==> src/rtl/cg_irq_pkg.sv <==
package cg_irq_pkg;
  parameter int FLAG_W = 4;

  localparam int IDX_IRC_STABLE  = 0;
  localparam int IDX_XTAL_STABLE = 1;
  localparam int IDX_XTAL_STOP   = 2;
  localparam int IDX_TRIM_DONE   = 3;

  localparam int CTL_W = 2;

  typedef logic [FLAG_W-1:0] flag_vec_t;
endpackage

==> src/rtl/cg_fall_det.sv <==
module cg_fall_det #(
  parameter int W = 2
) (
  input  logic         clk,
  input  logic         rst_n,
  input  logic [W-1:0] level_i,
  output logic [W-1:0] fall_o
);
  logic [W-1:0] prev_q;

  always_ff @(posedge clk or negedge rst_n) begin
    if (!rst_n) prev_q <= '0;
    else        prev_q <= level_i;
  end

  for (genvar i = 0; i < W; i++) begin : g_bit
    assign fall_o[i] = prev_q[i] & ~level_i[i];

    // a detected fall means the level read low at this edge
    a_r4_fall_is_low: assert property (@(posedge clk) disable iff (!rst_n)
      fall_o[i] |=> !prev_q[i]);
  end
endmodule

==> src/rtl/cg_flag_cell.sv <==
module cg_flag_cell (
  input  logic clk,
  input  logic rst_n,
  input  logic set_i,
  input  logic clr_i,
  output logic q_o
);
  always_ff @(posedge clk or negedge rst_n) begin
    if (!rst_n)     q_o <= 1'b0;
    else if (set_i) q_o <= 1'b1;
    else if (clr_i) q_o <= 1'b0;
  end

  a_r7_set_wins: assert property (@(posedge clk) disable iff (!rst_n)
    set_i |=> q_o);
  a_r6_w1c_clears: assert property (@(posedge clk) disable iff (!rst_n)
    (clr_i && !set_i) |=> !q_o);
  a_r8_flag_holds: assert property (@(posedge clk) disable iff (!rst_n)
    (!set_i && !clr_i) |=> $stable(q_o));
endmodule

==> src/rtl/cg_irq_unit.sv <==
module cg_irq_unit
  import cg_irq_pkg::*;
(
  input  logic              clk,
  input  logic              rst_n,
  input  logic              evt_irc_stable,
  input  logic              evt_xtal_stable,
  input  logic              evt_xtal_lost,
  input  logic              evt_trim_done,
  input  logic              ctl_xtal_en,
  input  logic              ctl_stopdet_en,
  input  logic              wr_en,
  input  logic              wr_sel,
  input  logic [FLAG_W-1:0] wr_data,
  output logic [FLAG_W-1:0] flags_o,
  output logic [FLAG_W-1:0] ien_o,
  output logic              irq_o
);
  logic [CTL_W-1:0] ctl_lvl;
  logic [CTL_W-1:0] ctl_fall;
  flag_vec_t        set_vec;
  flag_vec_t        clr_vec;
  flag_vec_t        flag_q;
  flag_vec_t        ien_q;
  logic             stop_evt;

  assign ctl_lvl = {ctl_stopdet_en, ctl_xtal_en};

  cg_fall_det #(.W(CTL_W)) u_fall (
    .clk     (clk),
    .rst_n   (rst_n),
    .level_i (ctl_lvl),
    .fall_o  (ctl_fall)
  );

  assign stop_evt = evt_xtal_lost | (|ctl_fall);

  always_comb begin
    set_vec                  = '0;
    set_vec[IDX_IRC_STABLE]  = evt_irc_stable;
    set_vec[IDX_XTAL_STABLE] = evt_xtal_stable;
    set_vec[IDX_XTAL_STOP]   = stop_evt;
    set_vec[IDX_TRIM_DONE]   = evt_trim_done;
  end

  assign clr_vec = (wr_en && !wr_sel) ? wr_data : '0;

  for (genvar i = 0; i < FLAG_W; i++) begin : g_flag
    cg_flag_cell u_cell (
      .clk   (clk),
      .rst_n (rst_n),
      .set_i (set_vec[i]),
      .clr_i (clr_vec[i]),
      .q_o   (flag_q[i])
    );
  end

  always_ff @(posedge clk or negedge rst_n) begin
    if (!rst_n)               ien_q <= '0;
    else if (wr_en && wr_sel) ien_q <= wr_data;
  end

  assign flags_o = flag_q;
  assign ien_o   = ien_q;
  assign irq_o   = |(flag_q & ien_q);

  a_r5_stop_on_disable: assert property (@(posedge clk) disable iff (!rst_n)
    (|ctl_fall) |=> flags_o[IDX_XTAL_STOP]);
  a_r3_lost_sets_stop: assert property (@(posedge clk) disable iff (!rst_n)
    evt_xtal_lost |=> flags_o[IDX_XTAL_STOP]);
  a_r8_enable_load: assert property (@(posedge clk) disable iff (!rst_n)
    (wr_en && wr_sel) |=> (ien_o == $past(wr_data)));
  a_r2_masked_quiet: assert property (@(posedge clk) disable iff (!rst_n)
    (ien_o == '0) |-> !irq_o);
  a_r9_reset_quiet: assert property (@(posedge clk)
    !rst_n |-> (!irq_o && flags_o == '0 && ien_o == '0));
endmodule

==> config.mk <==
export PLATFORM = sky130hd
export DESIGN_NAME = cg_irq_unit
export DESIGN_NICKNAME = d
export VERILOG_FILES = /design/src/rtl/cg_irq_pkg.sv /design/src/rtl/cg_fall_det.sv /design/src/rtl/cg_flag_cell.sv /design/src/rtl/cg_irq_unit.sv
export SDC_FILE = /design/constraint.sdc
export NUM_CORES = 1
export LEC_CHECK = 0
export BUFFER_PORTS_ARGS = -buffer_cell sky130_fd_sc_hd__buf_2
export CAP_MARGIN = 20
export CORE_AREA = 4 4 41 43
export DETAILED_ROUTE_END_ITERATION = 8
export DIE_AREA = 0 0 45 47
export GPL_TIMING_DRIVEN = 0
export HOLD_SLACK_MARGIN = 0.02
export PLACE_DENSITY_LB_ADDON = 0.2
export SLEW_MARGIN = 20
export SYNTH_ARGS = -nofsm -noshare
export SYNTH_HDL_FRONTEND = slang
export SYNTH_HIERARCHICAL = 1
export SYNTH_SLANG_ARGS = --single-unit
==> constraint.sdc <==
create_clock -name clk -period 3.02 [get_ports clk]
set_clock_uncertainty 0.15 [all_clocks]
set_input_delay 0.604 -clock clk [delete_from_list [all_inputs] [get_ports clk]]
set_output_delay 0.604 -clock clk [all_outputs]
set_load 0.005 [all_outputs]
==> results of run 1 <==
==> registers in the layout (all words and copies together) (netlist names) <==
| register | count |
|---|---|
| g_flag.u_cell/q_o | 4 |
| ien_o | 4 |
| u_fall/prev_q | 2 |
==> how the worst max path moves through the flow <==
stage,slack [ns],startpoint,cells after the start,endpoint
global placement,1.47,g_flag[2].u_cell/q_o,3,irq_o
floorplan,1.63,g_flag[0].u_cell/q_o,2,irq_o
finish,1.20,g_flag[2].u_cell/q_o,3,irq_o
detailed placement,1.47,g_flag[2].u_cell/q_o,3,irq_o
global route,1.10,g_flag[2].u_cell/q_o,3,irq_o
CTS,1.17,g_flag[2].u_cell/q_o,3,irq_o
==> power groups by stage <==
stage               clock network (W)  logic [W]  registers [W]
floorplan                           0  0.0000204       0.000156
global placement                    0  0.0000484       0.000156
detailed placement                  0  0.0000490       0.000156
CTS                          0.000123  0.0000491       0.000154
global route                 0.000129  0.0000547       0.000156
finish                       0.000117  0.0000475       0.000154
==> critical path: cells and delay by family (launching register included) <==
| kind | cells | cell delay [ns] |
|---|---|---|
| AO/OA/AOI/OAI | 1 | 0.21 |
| flip-flops | 1 | 0.41 |
| buffers and inverters | 1 | 0.12 |
| AND/OR/NAND/NOR | 1 | 0.06 |
==> Yosys cell counts (all sizes together) <==
cell   number  share of area
dfrtp      10           0.58
and2b       1          0.020
or3         1          0.014
nand2       2          0.023
nor2b       2          0.064
mux2        4           0.10
inv         4          0.035
and2        4          0.058
a22oi       2          0.035
a21o        4          0.069
==> kinds of logic (layout without fill, tap and decap cells) <==
logic type      count (synthesis)  after routing  synth area share
compound gates                  6              6             0.104
buf+inv                         4             30            0.0347
flops                          10             10             0.578
mux                             4              4             0.104
simple gates                   10             10             0.179
==> per-stage QoR <==
step                      cells  area (um2)  total power (W)  utilization  hold WS [ns]
after global placement       71         562         0.000204        0.432         0.329
after detailed placement     71         562         0.000205        0.432         0.329
after global routing         75         598         0.000339        0.460        0.0427
after CTS                    75         598         0.000325        0.460        0.0422
after floorplan              34         433         0.000177            -         0.158
final                        75         598         0.000318        0.460        0.0410
==> routing by layer <==
layer	up-vias	GRT usage
li1	165	-
met1	144	0.139
met2	19	0.130
met3	0	0.0383
met4	0	0.0702
met5	-	0
==> cell type report <==
class / instances / share of cell area
clock buffers: 4 / 0.0607
repair buffers: 22 / 0.184
inverters: 4 / 0.0251
multi-input cells: 20 / 0.280
flip-flops and latches: 10 / 0.418
well taps: 15 / 0.0314
==> impl_metrics.sql, run 1 <==
INSERT INTO impl_metrics (metric_group, metric, value, unit) VALUES
('run_status', 'outcome', 'completed', ''),
('power', 'static-leakage-power', '0.286', 'nW'),
('detailed_routing', 'top_sig_layer', 'met3', ''),
('cts', 'cts-buffers-inserted', '3', ''),
('floorplan', 'initial_core_util', '0.333', ''),
('global_routing', 'initial_antenna_violation_count', '0', ''),
('critical_path', 'crit-reg2reg-capture', 'g_flag[2].u_cell/q_o', ''),
('logic_synthesis', 'synthesis.area', '433', 'um2'),
('final_layout', 'most_common_cell_after_layout_fill_and_taps_aside', 'sky130_fd_sc_hd__buf_2', ''),
('cts', 'post_cts.repair.setup_buffers', '0', ''),
('power', 'power_switching', '0.0000704', 'W'),
('critical_path', 'critPathCaptureType', 'output pin', ''),
('global_routing', 'wire_length_of_the_first_global_routing_pass', '1480', 'um'),
('logic_synthesis', 'postSynthRegisterBits', '10', ''),
('floorplan', 'die_y', '47', 'um'),
('timing', 'grt_setup_unrepaired', 'false', ''),
('logic_synthesis', 'synthesis.instances', '34', ''),
('detailed_routing', 'wl_per_cell', '11.4', 'um'),
('logic_synthesis', 'mappedNetlistNets', '48', ''),
('final_layout', 'mostFrequentLayoutCells', 'sky130_fd_sc_hd__buf_2, sky130_fd_sc_hd__dfrtp_1', ''),
('critical_path', 'critical_path.cell_chain', 'a22oi_1 -> nand2_1 -> buf_2', ''),
('cts', 'number_of_levels_the_h_tree_was_split_into', '1', ''),
('logic_synthesis', 'synthesis.yosys.warnings', '6', ''),
('power', 'powerDensity', '531', 'nW/um2'),
('critical_path', 'startpoint_of_the_worst_register_to_register_path', 'u_fall/prev_q[1]', ''),
('critical_path', 'worst_setup_path_start_kind', 'register', ''),
('detailed_routing', 'drt.antenna.violating_nets', '0', ''),
('power', 'internal_power', '0.000247', 'W'),
('detailed_routing', 'wl_met2', '333', 'um'),
('logic_synthesis', 'number_of_library_cell_types_mapped_by_synthesis', '11', ''),
('timing', 'finalWorstSetupSlack', '1.20', 'ns'),
('floorplan', 'std_cell_rows', '13', ''),
('detailed_routing', 'met3RoutedLength', '114', 'um'),
('timing', 'final.period_utilization', '0.601', ''),
('detailed_routing', 'first_pass_iters', '2', ''),
('timing', 'final_critical_path_time_including_i_o_delays_and_setup', '1.82', 'ns'),
('cts', 'worstSkewPairLatency', '0.26', 'ns'),
('detailed_routing', 'totalWireLength', '854', 'um'),
('critical_path', 'criticalPathCategory', 'reg -> out', ''),
('timing', 'timing.fmax', '551', 'MHz'),
('timing', 'maxSlewHeadroom', '0.849', ''),
('logic_synthesis', 'synth.yosys.seq_area_share', '0.578', ''),
('critical_path', 'ff2ff_path_depth', '3', ''),
('global_routing', 'total_congestion_overflow', '0', ''),
('critical_path', 'worst_path_max_delay_cell', 'sky130_fd_sc_hd__dfrtp_1', ''),
('floorplan', 'die_x', '45', 'um'),
('timing', 'final_max_slew_viol_count', '0', ''),
('cts', 'cts.hold.buffers_added', '0', ''),
('placement', 'pre_cts_ws', '1.47', 'ns'),
('detailed_routing', 'drc', '0', ''),
('worst_hold_path', 'worstHoldPathType', 'in -> async', ''),
('critical_path', 'critPathMaxFanout', '3', ''),
('detailed_routing', 'drt_first_iter_violations', '3', ''),
('timing', 'worstMarginPinSlew', '0.227', 'ns'),
('placement', 'numPortBuffers', '22', ''),
('timing', 'fin_tns_setup', '0', 'ns'),
('final_layout', 'layout_net_count', '75', ''),
('timing', 'hold_viol_final', '0', ''),
('final_layout', 'drive_gt1_frac', '0.567', ''),
('global_routing', 'grt_pass1_vias', '342', ''),
('cts', 'cts_num_sinks', '10', ''),
('detailed_routing', 'vias', '328', ''),
('final_layout', 'area_occupied_by_multi_input_gates', '168', 'um2'),
('final_layout', 'fillerInstances', '144', ''),
('run', 'max-cap-violations', '0', ''),
('cts', 'clkSlewWorstSetupHoldPaths', '0.07', 'ns'),
('critical_path', 'worst_ep_required_time', '2.27', 'ns'),
('placement', 'place_congestion', '0.672', ''),
('critical_path', 'slowest_delay', '0.41', 'ns'),
('final_layout', 'antennaDiodeCount', '0', ''),
('logic_synthesis', 'synth.avg_cell_area', '12.7', 'um2');
(Power assumes the default switching activity.)
==> inputs of run 2 (changes only) <==
==> constraint.sdc (replaced) <==
create_clock -name clk -period 1.66 [get_ports clk]
set_clock_uncertainty 0.15 [all_clocks]
set_input_delay 0.332 -clock clk [delete_from_list [all_inputs] [get_ports clk]]
set_output_delay 0.332 -clock clk [all_outputs]
set_load 0.005 [all_outputs]
==> run 2 against run 1 <==
Non-clock buffer count increased by 1. Final cell count rose by 1.3%. Die area is the same. First-iteration DRC count unchanged. Worst hold slack improved by 0.028 ns. Clock power rose by 81%. Register-to-register slack got worse by 1.4 ns. Via count rose by 1.8%. Cell area rose by 1.7%. Wire length up 1.8%. Sequential share of layout area down 0.69 points. Count of clock-buffer cells in the layout is the same.
==> impl_metrics.sql, run 2 (synthesis results as in run 1) <==
INSERT INTO impl_metrics (metric_group, metric, value, unit) VALUES
('final_layout', 'syn_to_final_growth', '40.5', '%'),
('floorplan', 'die_x', '45', 'um'),
('timing', 'maxSlewHeadroom', '0.849', ''),
('global_routing', 'wire_length_of_the_first_global_routing_pass', '1500', 'um'),
('cts', 'cts-buffers-inserted', '3', ''),
('critical_path', 'worst_setup_path_startpoint', 'g_flag[2].u_cell/q_o', ''),
('global_routing', 'initial_antenna_violation_count', '0', ''),
('critical_path', 'cp_data_arrival_time', '1.06', 'ns'),
('cts', 'buffer_type_at_the_clock_tree_root', 'sky130_fd_sc_hd__clkbuf_4', ''),
('timing', 'worstMarginPinSlew', '0.227', 'ns'),
('run', 'max-cap-violations', '0', ''),
('final_layout', 'layout_net_count', '76', ''),
('timing', 'timing.fmax', '648', 'MHz'),
('final_layout', 'most_common_cell_after_layout_fill_and_taps_aside', 'sky130_fd_sc_hd__buf_2', ''),
('placement', 'place_congestion', '0.672', ''),
('worst_hold_path', 'min-delay-start', 'ctl_stopdet_en', ''),
('final_layout', 'mostFrequentLayoutCells', 'sky130_fd_sc_hd__buf_2, sky130_fd_sc_hd__dfrtp_1', ''),
('power', 'powerDensity', '954', 'nW/um2'),
('critical_path', 'critPathCaptureType', 'output pin', ''),
('critical_path', 'criticalPathCategory', 'reg -> out', ''),
('critical_path', 'worst_ep_required_time', '1.18', 'ns'),
('run_status', 'outcome', 'completed', ''),
('timing', 'fin_tns_setup', '0', 'ns'),
('placement', 'dp_hpwl', '705', 'um'),
('critical_path', 'worst_setup_path_start_kind', 'register', ''),
('detailed_routing', 'first_pass_iters', '2', ''),
('timing', 'final_critical_path_time_including_i_o_delays_and_setup', '1.54', 'ns'),
('detailed_routing', 'wl_per_cell', '11.4', 'um'),
('detailed_routing', 'drc', '0', ''),
('cts', 'clkSlewWorstSetupHoldPaths', '0.07', 'ns'),
('cts', 'worstSkewPairLatency', '0.26', 'ns'),
('detailed_routing', 'vias_per_cell', '4.39', ''),
('critical_path', 'critPathMaxFanout', '3', ''),
('timing', 'final.period_utilization', '0.930', ''),
('global_routing', 'pin_count_of_the_biggest_net_entering_global_routing', '11', ''),
('power', 'vdd_drop_max', '0.000505', 'V'),
('power', 'static-leakage-power', '0.290', 'nW'),
('placement', 'numPortBuffers', '22', ''),
('global_routing', 'total_congestion_overflow', '0', ''),
('detailed_routing', 'totalWireLength', '869', 'um'),
('cts', 'post_cts_repair_resize_count', '0', ''),
('cts', 'number_of_levels_the_h_tree_was_split_into', '1', ''),
('critical_path', 'startpoint_of_the_worst_register_to_register_path', 'u_fall/prev_q[1]', ''),
('cts', 'max-clock-path-buffers', '2', ''),
('worst_hold_path', 'worstHoldPathType', 'in -> reg', ''),
('floorplan', 'number_of_top_level_design_ports', '23', ''),
('global_routing', 'grt_pass1_vias', '354', ''),
('floorplan', 'die_y', '47', 'um'),
('timing', 'hold_viol_final', '0', ''),
('floorplan', 'core_area', '1300', 'um2'),
('floorplan', 'initial_core_util', '0.333', ''),
('detailed_routing', 'drt_first_iter_violations', '3', ''),
('final_layout', 'drive_gt1_frac', '0.557', ''),
('timing', 'final_max_slew_viol_count', '0', ''),
('timing', 'grt_setup_unrepaired', 'false', ''),
('global_routing', 'grtUsageTotal', '0.103', ''),
('floorplan', 'die_area', '2120', 'um2'),
('critical_path', 'register_to_register_path_setup_slack', '0.43', 'ns'),
('detailed_routing', 'drt.antenna.violating_nets', '0', ''),
('detailed_routing', 'vias', '334', ''),
('power', 'fin_total_pwr', '0.000580', 'W'),
('cts', 'cts_tree', 'done', ''),
('final_layout', 'antennaDiodeCount', '0', ''),
('timing', 'setup_viol_count_final', '0', ''),
('floorplan', 'std_cell_rows', '13', ''),
('cts', 'cts_num_sinks', '10', '');
==> run 2: cell count changes in the layout (fill, tap and decap cells not counted) <==
cell                            change
sky130_fd_sc_hd__dlygate4sd3_1      +1
==> run 2: through the flow <==
stage | worst slack, ns | std cells | hold WS [ns] | util | instance area, um2
finish | 0.117 | 76 | 0.0692 | 0.467 | 608
global route | 0.00753 | 76 | 0.0568 | 0.467 | 608
CTS | 0.0857 | 76 | 0.0579 | 0.467 | 608
detailed placement | 0.378 | 71 | 0.0569 | 0.432 | 562
global placement | 0.380 | 71 | 0.0566 | 0.432 | 562
floorplan | 0.450 | 34 | -0.114 | - | 433
==> run 2: report_power, final <==
| part | switching [W] | internal, W | total (W) |
|---|---|---|---|
| clock | 0.0000795 | 0.000133 | 0.000212 |
| combinational | 0.0000349 | 0.0000535 | 0.0000884 |
| sequential | 0.0000142 | 0.000265 | 0.000279 |
| total | 0.000129 | 0.000452 | 0.000580 |
==> run 2: final timing paths <==
check	endpoint	cells after the start
min in group asynchronous	g_flag[0].u_cell/q_o	2
max in group asynchronous	ien_o[3]	2
min	u_fall/prev_q[1]	1
max reg2reg	g_flag[2].u_cell/q_o	3
max	irq_o	3
min reg2reg	g_flag[0].u_cell/q_o	1
==> run 2: routing by layer <==
metal	track usage	vias to the layer above	routed length (um)
li1	-	167	-
met1	0.139	148	416
met2	0.136	19	346
met3	0.0383	0	106
met4	0.0702	0	0
met5	0	-	0
==> run 2: cell type report <==
| class | count | area, um2 |
|---|---|---|
| fill | 143 | 693 |
| sequential | 10 | 250 |
| inverter | 4 | 15.0 |
| multi-input combinational | 20 | 168 |
| timing repair buffer | 23 | 120 |
| tap | 15 | 18.8 |
| clock buffer | 4 | 36.3 |
==> run 2: worst max-delay path, cell delays in order (launching register included) <==
cell and delay [ns]:
sky130_fd_sc_hd__dfrtp_1 0.41, sky130_fd_sc_hd__a22oi_1 0.21, sky130_fd_sc_hd__nand2_1 0.06, sky130_fd_sc_hd__buf_2 0.12
==> run 2: repair_timing <==
action                                  4_1_cts  5_1_grt
buffers inserted                              0        0
endpoints found under the setup margin        0        0
hold buffers                                  1        0
endpoints found under the hold margin        10        0
